File: config.mk
export PLATFORM = sky130hd
export DESIGN_NAME = fill_err_capture
export DESIGN_NICKNAME = d
export VERILOG_FILES = /design/src/rtl/fec_pkg.sv /design/src/rtl/fec_capture.sv /design/src/rtl/fec_readmux.sv /design/src/rtl/fill_err_capture.sv
export SDC_FILE = /design/constraint.sdc
export NUM_CORES = 1
export LEC_CHECK = 0
export CAP_MARGIN = 15
export CORE_MARGIN = 2
export CORE_UTILIZATION = 30
export DETAILED_ROUTE_END_ITERATION = 16
export PLACE_DENSITY = 0.77
export SKIP_LAST_GASP = 1
export SYNTH_ARGS = -nofsm -noshare
export SYNTH_HDL_FRONTEND = slang
export SYNTH_SLANG_ARGS = --single-unit
File: constraint.sdc
create_clock -name clk -period 3.1 [get_ports clk]
set_clock_uncertainty 0.2 [all_clocks]
set_input_delay 0.93 -clock clk [delete_from_list [all_inputs] [get_ports clk]]
set_output_delay 0.93 -clock clk [all_outputs]
set_load 0.01 [all_outputs]
File: src/rtl/fec_pkg.sv
package fec_pkg;
    typedef enum logic [1:0] {
        SEL_STATUS = 2'd0,
        SEL_ADDR   = 2'd1,
        SEL_SYND   = 2'd2,
        SEL_LDST   = 2'd3
    } fec_sel_e;

    localparam int ST_ERR   = 0;
    localparam int ST_MULTI = 1;
    localparam int ST_ISTR  = 2;
    localparam int ST_QW    = 3;
endpackage

File: src/rtl/fec_capture.sv
module fec_capture #(
    parameter int PA_W  = 29,
    parameter int QW_W  = 2,
    parameter int SYN_W = 8,
    parameter int LOW_W = 3,
    parameter int RN_W  = 5,
    parameter int LT_W  = 4
) (
    input  logic             clk,
    input  logic             rst_n,
    input  logic             err_i,
    input  logic             clr_i,
    input  logic             istr_i,
    input  logic [PA_W-1:0]  pa_i,
    input  logic [QW_W-1:0]  qw_i,
    input  logic [SYN_W-1:0] syn_i,
    input  logic [LOW_W-1:0] low_i,
    input  logic [RN_W-1:0]  rn_i,
    input  logic [LT_W-1:0]  lt_i,
    output logic             locked_o,
    output logic             multi_o,
    output logic             istr_o,
    output logic [QW_W-1:0]  qw_o,
    output logic [PA_W-1:0]  pa_o,
    output logic [LOW_W-1:0] low_o,
    output logic [SYN_W-1:0] syn_o,
    output logic [RN_W-1:0]  rn_o,
    output logic [LT_W-1:0]  lt_o,
    output logic             mchk_o
);
    typedef struct packed {
        logic             locked;
        logic             multi;
        logic             istr;
        logic [QW_W-1:0]  qw;
        logic [PA_W-1:0]  pa;
        logic [LOW_W-1:0] low;
        logic [SYN_W-1:0] syn;
        logic [RN_W-1:0]  rn;
        logic [LT_W-1:0]  lt;
        logic             mchk;
    } cap_t;

    cap_t cap_d, cap_q;

    always_comb begin
        cap_d      = cap_q;
        cap_d.mchk = 1'b0;
        if (clr_i) begin
            cap_d.locked = 1'b0;
            cap_d.multi  = 1'b0;
        end
        if (err_i) begin
            if (!cap_q.locked || clr_i) begin
                cap_d.locked = 1'b1;
                cap_d.multi  = 1'b0;
                cap_d.mchk   = 1'b1;
                cap_d.istr   = istr_i;
                cap_d.qw     = qw_i;
                cap_d.pa     = pa_i;
                cap_d.syn    = syn_i;
                if (istr_i) begin
                    cap_d.low = '0;
                end else begin
                    cap_d.low = low_i;
                    cap_d.rn  = rn_i;
                    cap_d.lt  = lt_i;
                end
            end else begin
                cap_d.multi = 1'b1;
            end
        end
    end

    always_ff @(posedge clk) begin
        if (!rst_n) cap_q <= '0;
        else        cap_q <= cap_d;
    end

    assign locked_o = cap_q.locked;
    assign multi_o  = cap_q.multi;
    assign istr_o   = cap_q.istr;
    assign qw_o     = cap_q.qw;
    assign pa_o     = cap_q.pa;
    assign low_o    = cap_q.low;
    assign syn_o    = cap_q.syn;
    assign rn_o     = cap_q.rn;
    assign lt_o     = cap_q.lt;
    assign mchk_o   = cap_q.mchk;

    AST_MCHK_ON_FIRST: assert property (@(posedge clk) disable iff (!rst_n)
        (err_i && !cap_q.locked) |=> (mchk_o && locked_o));
    AST_MCHK_ONLY_LOCK: assert property (@(posedge clk) disable iff (!rst_n)
        mchk_o |-> (locked_o && !multi_o));
    AST_MULTI_SET: assert property (@(posedge clk) disable iff (!rst_n)
        (err_i && cap_q.locked && !clr_i) |=> (multi_o && !mchk_o));
    AST_FROZEN: assert property (@(posedge clk) disable iff (!rst_n)
        (cap_q.locked && !clr_i) |=> ($stable(pa_o) && $stable(syn_o) && $stable(qw_o) && $stable(istr_o)));
endmodule

File: src/rtl/fec_readmux.sv
module fec_readmux
    import fec_pkg::*;
#(
    parameter int PA_W  = 29,
    parameter int QW_W  = 2,
    parameter int SYN_W = 8,
    parameter int LOW_W = 3,
    parameter int RN_W  = 5,
    parameter int LT_W  = 4,
    localparam int RD_W = PA_W + LOW_W
) (
    input  logic [1:0]       sel_i,
    input  logic             err_i,
    input  logic             multi_i,
    input  logic             istr_i,
    input  logic [QW_W-1:0]  qw_i,
    input  logic [PA_W-1:0]  pa_i,
    input  logic [LOW_W-1:0] low_i,
    input  logic [SYN_W-1:0] syn_i,
    input  logic [RN_W-1:0]  rn_i,
    input  logic [LT_W-1:0]  lt_i,
    output logic [RD_W-1:0]  data_o
);
    localparam int STAT_W = ST_QW + QW_W;

    always_comb begin
        unique case (fec_sel_e'(sel_i))
            SEL_STATUS: data_o = {{(RD_W-STAT_W){1'b0}}, qw_i, istr_i, multi_i, err_i};
            SEL_ADDR:   data_o = {pa_i, low_i};
            SEL_SYND:   data_o = {{(RD_W-SYN_W){1'b0}}, syn_i};
            SEL_LDST:   data_o = {{(RD_W-RN_W-LT_W){1'b0}}, lt_i, rn_i};
            default:    data_o = '0;
        endcase
    end
endmodule

File: src/rtl/fill_err_capture.sv
module fill_err_capture
    import fec_pkg::*;
#(
    parameter int PA_HI = 33,
    parameter int PA_LO = 5,
    parameter int QW_W  = 2,
    parameter int SYN_W = 8,
    parameter int RN_W  = 5,
    parameter int LT_W  = 4,
    parameter int DAT_W = 64,
    localparam int PA_W  = PA_HI - PA_LO + 1,
    localparam int LOW_W = PA_LO - 2,
    localparam int RD_W  = PA_W + LOW_W
) (
    input  logic             clk,
    input  logic             rst_n,
    input  logic             fill_vld_i,
    input  logic             fill_unc_i,
    input  logic             fill_load_i,
    input  logic             fill_istr_i,
    input  logic [PA_W-1:0]  fill_pa_i,
    input  logic [QW_W-1:0]  fill_qw_i,
    input  logic [SYN_W-1:0] fill_syn_i,
    input  logic [DAT_W-1:0] fill_data_i,
    input  logic [LOW_W-1:0] ld_low_i,
    input  logic [RN_W-1:0]  ld_rn_i,
    input  logic [LT_W-1:0]  ld_type_i,
    input  logic             wr_en_i,
    input  logic [1:0]       wr_sel_i,
    input  logic             wr_err_i,
    input  logic [1:0]       rd_sel_i,
    output logic [RD_W-1:0]  rd_data_o,
    output logic             mchk_o,
    output logic             cache_valid_o,
    output logic [DAT_W-1:0] cache_data_o
);
    logic             err_ev, clr_ev;
    logic             locked, multi, istr;
    logic [QW_W-1:0]  qw;
    logic [PA_W-1:0]  pa;
    logic [LOW_W-1:0] low;
    logic [SYN_W-1:0] syn;
    logic [RN_W-1:0]  rn;
    logic [LT_W-1:0]  lt;

    assign err_ev = fill_vld_i && fill_unc_i && fill_load_i;
    assign clr_ev = wr_en_i && (fec_sel_e'(wr_sel_i) == SEL_STATUS) && wr_err_i;

    assign cache_valid_o = fill_vld_i;
    assign cache_data_o  = fill_data_i;

    fec_capture #(
        .PA_W(PA_W), .QW_W(QW_W), .SYN_W(SYN_W),
        .LOW_W(LOW_W), .RN_W(RN_W), .LT_W(LT_W)
    ) u_cap (
        .clk(clk), .rst_n(rst_n), .err_i(err_ev), .clr_i(clr_ev),
        .istr_i(fill_istr_i), .pa_i(fill_pa_i), .qw_i(fill_qw_i),
        .syn_i(fill_syn_i), .low_i(ld_low_i), .rn_i(ld_rn_i), .lt_i(ld_type_i),
        .locked_o(locked), .multi_o(multi), .istr_o(istr), .qw_o(qw),
        .pa_o(pa), .low_o(low), .syn_o(syn), .rn_o(rn), .lt_o(lt),
        .mchk_o(mchk_o)
    );

    fec_readmux #(
        .PA_W(PA_W), .QW_W(QW_W), .SYN_W(SYN_W),
        .LOW_W(LOW_W), .RN_W(RN_W), .LT_W(LT_W)
    ) u_rd (
        .sel_i(rd_sel_i), .err_i(locked), .multi_i(multi), .istr_i(istr),
        .qw_i(qw), .pa_i(pa), .low_i(low), .syn_i(syn), .rn_i(rn), .lt_i(lt),
        .data_o(rd_data_o)
    );

    AST_NONLOAD_IGNORED: assert property (@(posedge clk) disable iff (!rst_n)
        (!locked && !(fill_vld_i && fill_unc_i && fill_load_i)) |=> (!locked && !mchk_o));
    AST_CLEAR_UNLOCKS: assert property (@(posedge clk) disable iff (!rst_n)
        (clr_ev && !fill_unc_i) |=> (!locked && !multi));
endmodule

==> results of run 1 <==
## power by group
part           leakage (nW)  switching (mW)  internal [mW]
Sequential            0.446          0.0113          0.729
Clock                0.0470           0.224          0.176
Combinational          1.05          0.0904          0.135
## synthesized netlist by cell type, types with 2 or more instances
master | number | share of area, %
a22o_1 | 3 | 0.84
and2_1 | 24 | 4.8
buf_12 | 4 | 2.6
buf_2 | 5 | 0.80
buf_4 | 67 | 16
clkbuf_1 | 8 | 0.96
clkbuf_2 | 2 | 0.32
dfxtp_1 | 55 | 35
mux2_2 | 3 | 1.1
mux2i_1 | 54 | 17
mux4_2 | 5 | 3.6
nand2_1 | 103 | 12
nand3b_1 | 3 | 0.72
## routing by layer
metal | global-route usage [%] | routed length, µm | up-vias
met5 | 0 | 0 | -
li1 | - | - | 1104
met3 | 4.35 | 510 | 20
met1 | 13.8 | 2900 | 1057
met2 | 21.5 | 3290 | 109
met4 | 3.57 | 97 | 0
## cell type report
class | instances | area, µm² | share of cell area, %
Multi-Input combinational cell | 203 | 1390 | 36.4
Sequential cell | 55 | 1100 | 28.9
Timing Repair Buffer | 112 | 1070 | 28.0
Tap cell | 136 | 170 | 4.46
Clock buffer | 6 | 82.6 | 2.17
Clock inverter | 1 | 5.00 | 0.131
## stage by stage
| step | instances | hold slack [ns] |
|---|---|---|
| 3_3_place_gp | 503 | 0.238 |
| 4_1_cts | 514 | 0.261 |
| 2_1_floorplan | 345 | 0.230 |
| 3_5_place_dp | 503 | 0.245 |
| 5_1_grt | 513 | 0.276 |
| 6_report | 513 | 0.257 |
## sequential cells by signal (all words and copies together) (netlist names)
name,flops
u_cap.mchk_o,1
u_cap.locked_o,1
u_cap.pa_o,29
u_cap.syn_o,8
u_cap.low_o,3
u_cap.multi_o,1
u_cap.qw_o,2
u_cap.lt_o,4
u_cap.rn_o,5
u_cap.istr_o,1
## worst reg2reg max path, delay by kind of cell, from the launching register on
| family | cells | cell delay [ns] |
|---|---|---|
| AOI/OAI and AO/OA | 1 | 0.19 |
| buffers and inverters | 1 | 0.28 |
| DFF | 1 | 0.39 |
| muxes | 1 | 0.25 |
## logic make-up (layout without fill, tap and decap cells)
| kind of cell | count (synthesis) | after routing | synth area share (%) |
|---|---|---|---|
| flip-flops | 55 | 55 | 35.2 |
| buffers and inverters | 87 | 119 | 21.1 |
| multiplexers | 62 | 62 | 22.0 |
| AND/OR/NAND/NOR | 135 | 135 | 19.9 |
| AO/OA/AOI/OAI | 6 | 6 | 1.76 |
## how the worst max path moves through the flow
stage / slack, ns / depth (start not counted) / end / start
CTS: -0.002 / 8 / rd_data_o[14] / rd_sel_i[0]
finish: 0.03 / 4 / rd_data_o[4] / rd_sel_i[0]
global route: 0.002 / 4 / rd_data_o[1] / rd_sel_i[1]
floorplan: 0.24 / 4 / rd_data_o[10] / rd_sel_i[1]
global placement: -0.77 / 6 / rd_data_o[18] / rd_sel_i[0]
detailed placement: -0.79 / 6 / rd_data_o[18] / rd_sel_i[0]
## what timing repair did
| action | 4_1_cts | 5_1_grt |
|---|---|---|
| setup endpoints to repair | 32 | 12 |
| pin swaps | 3 | 0 |
| setup buffers | 3 | 0 |
| resized for setup | 98 | 4 |
| cloned | 1 | 0 |
==> flow_summary.ini, run 1 <==
[place]
port_buffers = 96
gp_congestion = 0.748
hpwl_mm = 4.88
dpl_worst_slack_ns = -0.787
placed_area_um2 = 3720

[timing]
fin_crit_sh_pct = 99.1
fin_tns_setup_ns = 0
fin_ws_ns = 0.0278
setup_violations = 0
grt_setup_unrepaired = false
relSlewSlack_pct = 67.7
period_needed_ns = 3.07
hold_viol = 0
fmax_mhz = 325
maxSlewViolCount = 0
tightestPinTransition_ns = 0.485

[power_and_ir_drop]
power_mw = 1.37
cellPowerDensity_nw_per_um2 = 358
p_leak_nw = 1.54
peakVddDrop_v = 0.000182

[worst_setup_path]
arrival_ns = 1.94
reg2reg_depth = 3
cp.required_ns = 1.97
cp_slowest_stage_delay_ns = 0.50
crit_buf_inv = 3
crit_chain = buf_6 > buf_6 > mux4_2 > dlygate4sd2_1
path_class = input port to primary output
cp_max_fo = 5
critPathMostFrequentCell = buf_6
cp_top_family = buffers and inverters
rr_startpoint = u_cap.locked_o$_SDFF_PN0_
r2r_slack_ns = 1.72
start_kind = input port
critical_path.slowest_cell = mux4_2
r2r_end = u_cap.pa_o[16]$_SDFFE_PN0P_
crit_path_end_kind = primary output

[synth]
ys.flop_type = dfxtp_1
synth_edf_count = 0
async_flop_share_pct = 0
seq_area_frac_synth_pct = 35.2
avgSynthCellArea_um2 = 9.06
synth_seq_cells = 55
synth_area_um2 = 3120
synth_cell_types = 22
ys_warn_count = 0
syn_nets = 472
syn_inst = 345

[floorplan]
dieHeight_um = 106
start_util_pct = 30.5
fp.dieW_um = 106
num_io_pins = 225
rows = 37
placeableCoreArea_um2 = 10200
die-area_um2 = 11200

[worst_hold_path]
hold_path_depth = 2
min_from = u_cap.pa_o[25]$_SDFFE_PN0P_
min_path_type = flip-flop to flip-flop
holdPathEnd = u_cap.pa_o[25]$_SDFFE_PN0P_

[clock_tree]
cts_sinks = 55
clk_path_buf_depth = 2
cts_root_buffer = clkbuf_8
htreeDepth = 2
numCtsBuffers = 5
worstSkewPairLatency_ns = 0.30
clk_pin_slew_ns = 0.09
hold_buffers = 0
cts_tree = done

[route]
routed_via_density = 4.46
wirelength_mm = 6.80
wire_per_inst_um = 13.2
vias = 2290
drc = 0
firstDrtPassIters = 4
final_antenna_net_count = 0
drtIter0Drc = 74

[final_layout]
design_area_um2 = 3810
final_cell_mix = 103 x nand2_1, 60 x clkdlybuf4s50_1, 55 x dfxtp_1
post-route-util_pct = 37.3
nFillCells = 1029
layout.nets = 504
drive_above_1_share_pct = 15.1
final_common_cell = nand2_1
syn2layout_area_growth_pct = 22.0
diodes = 0

[global_route]
overflow = 0
grt_max_degree = 59
track_usage_pct = 12.2
grt_first_pass_wirelength_mm = 11.2
antenna_found_initial = 0
grt_pass1_vias = 2400

[job]
maxCapViolCount = 0

[run_status]
status = finished clean
Note: power is estimated with default switching activity, not from simulation.
==> run 2, diff against run 1 <==
--- a/config.mk
+++ b/config.mk
@@ -5,11 +5,12 @@
 export SDC_FILE = /design/constraint.sdc
 export NUM_CORES = 1
 export LEC_CHECK = 0
-export CAP_MARGIN = 15
+export CAP_MARGIN = 20
 export CORE_MARGIN = 2
-export CORE_UTILIZATION = 30
+export CORE_UTILIZATION = 38
+export CTS_CLUSTER_SIZE = 14
 export DETAILED_ROUTE_END_ITERATION = 16
-export PLACE_DENSITY = 0.77
+export PLACE_DENSITY = 0.93
 export SKIP_LAST_GASP = 1
 export SYNTH_ARGS = -nofsm -noshare
 export SYNTH_HDL_FRONTEND = slang
==> run 2 against run 1 <==
Largest cell class unchanged. Largest power group unchanged. Utilization rose by 9.6 points. Sequential share of layout area increased by 0.15 points. Sequential cell count is the same. Via count rose by 1.3%. Critical path depth down 2. First-iteration DRC count rose by 8.1%. Critical path type unchanged. Register-to-register slack hardly changed. Sequential power about the same. Clock power up 19%. Die area down 20%.
==> flow_summary.ini, run 2 (same netlist as run 1, synthesis figures left out) <==
[run_status]
status = finished clean

[final_layout]
post-route-util_pct = 46.9
final_cell_mix = 103 x nand2_1, 61 x clkdlybuf4s50_1, 55 x dfxtp_1
drive_above_1_share_pct = 14.6
final_common_cell = nand2_1
diodes = 0
largest_register_ffs = 29
syn2layout_area_growth_pct = 21.4
design_area_um2 = 3790
layout.nets = 503
nFillCells = 766

[clock_tree]
numCtsBuffers = 5
cts_sinks = 55
cts_root_buffer = clkbuf_8
worstSkewPairLatency_ns = 0.30
clk_path_buf_depth = 2
cts_tree = done
htreeDepth = 2
clk_pin_slew_ns = 0.09

[place]
gp_congestion = 0.769
port_buffers = 96
dpl_worst_slack_ns = -0.695
hpwl_mm = 4.88
placed_area_um2 = 3690

[power_and_ir_drop]
power_mw = 1.45
cellPowerDensity_nw_per_um2 = 382
combinationalPowerShare_pct = 16.0
p_sw_share_pct = 23.4
p_int_mw = 1.11
p_leak_nw = 1.54
net-switching-power_mw = 0.338
p_clk_share_pct = 32.9
peakVddDrop_v = 0.000271
power_frac_seq_pct = 51.1

[global_route]
antenna_found_initial = 0
track_usage_pct = 15.1
grt_max_degree = 50
grt_pass1_vias = 2250
grt_first_pass_wirelength_mm = 10.6
overflow = 0

[worst_setup_path]
crit_chain = clkdlybuf4s50_1 > clkdlybuf4s50_1
critical_path.slowest_cell = clkdlybuf4s50_1
crit_path_end_kind = primary output
critPathMostFrequentCell = clkdlybuf4s50_1
cp.required_ns = 1.97
start_kind = input port
path_class = input port to primary output
arrival_ns = 1.94
crit_buf_inv = 2
cp_max_fo = 2
cp_top_family = buffers and inverters
cp_slowest_stage_delay_ns = 0.53

[route]
wire_per_inst_um = 14.2
drc = 0
routed_via_density = 4.81
drtIter0Drc = 80
vias = 2320
wirelength_mm = 6.83
final_antenna_net_count = 0
firstDrtPassIters = 4

[timing]
setup_violations = 0
fin_ws_ns = 0.0278
maxSlewViolCount = 0
fmax_mhz = 325
period_needed_ns = 3.07
tightestPinTransition_ns = 0.436
fin_crit_sh_pct = 99.1
relSlewSlack_pct = 70.9
hold_viol = 0
grt_setup_unrepaired = true
hold_slack_ns = 0.259

[floorplan]
start_util_pct = 38.6
die-area_um2 = 8960
num_io_pins = 225
rows = 33
fp.dieW_um = 94.7
dieHeight_um = 94.7
placeableCoreArea_um2 = 8090

[worst_hold_path]
min_path_type = flip-flop to flip-flop

[job]
maxCapViolCount = 0
==> run 2: changes by cell type in the layout (fill, tap and decap cells not counted), sizes merged <==
| cell | delta |
|---|---|
| buf | +2 |
| bufbuf | +1 |
| bufinv | +1 |
| clkbuf | -2 |
| clkdlybuf4s15 | +2 |
| clkdlybuf4s50 | +1 |
| clkinv | +1 |
| dlygate4sd2 | -5 |
| dlymetal6s2s | -1 |
==> run 2: cell type report <==
cell class              count  area, µm²  share of cell area (%)
well taps                 105        131                    3.46
multi-input cells         203       1380                    36.3
clock buffers               5       68.8                    1.81
flip-flops and latches     55       1100                    29.0
repair buffers            111       1070                    28.2
clock inverters             3       43.8                    1.15
==> run 2: power by group through the flow <==
stage                     clock network [mW]  logic [mW]  registers, mW
after floorplan                            0       0.194          0.753
after global placement                     0       0.221          0.755
after detailed placement                   0       0.226          0.756
after CTS                              0.496       0.235          0.740
after global routing                   0.518       0.251          0.743
final                                  0.477       0.232          0.740
==> run 2: path summary, 6_finish.rpt <==
check             cells after the start                          end  slack, ns                         from
setup / recovery                      2                cache_valid_o       0.03                   fill_vld_i
hold reg to reg                       2  u_cap.pa_o[10]$_SDFFE_PN0P_       0.26  u_cap.pa_o[10]$_SDFFE_PN0P_
setup reg to reg                      3  u_cap.pa_o[23]$_SDFFE_PN0P_       1.71    u_cap.locked_o$_SDFF_PN0_
hold / removal                        2  u_cap.pa_o[10]$_SDFFE_PN0P_       0.26  u_cap.pa_o[10]$_SDFFE_PN0P_
==> run 2: repair_timing <==
item | in CTS | in global routing
endpoints found under the setup margin | 32 | 3
endpoints found under the hold margin | 0 | 0
pin swaps | 0 | 1
gates cloned | 2 | 0
resized for setup | 95 | 4
buffers inserted | 3 | 0
hold buffers | 0 | 0
==> run 2: metrics by stage <==
stage,TNS (ns),instances
3_3_place_gp,-19.60,469
4_1_cts,-0.0535,482
2_1_floorplan,0,345
6_report,0,482
5_1_grt,-0.00320,482
3_5_place_dp,-20.28,469
==> run 2: metal layers <==
metal  part of all wire, %  vias to the layer above  track usage (%)
li1                      -                     1107                -
met5                     0                        -                0
met1                    40                     1085             16.3
met2                    50                      100             28.2
met4                   1.9                        0             4.83
met3                   7.9                       28             4.23
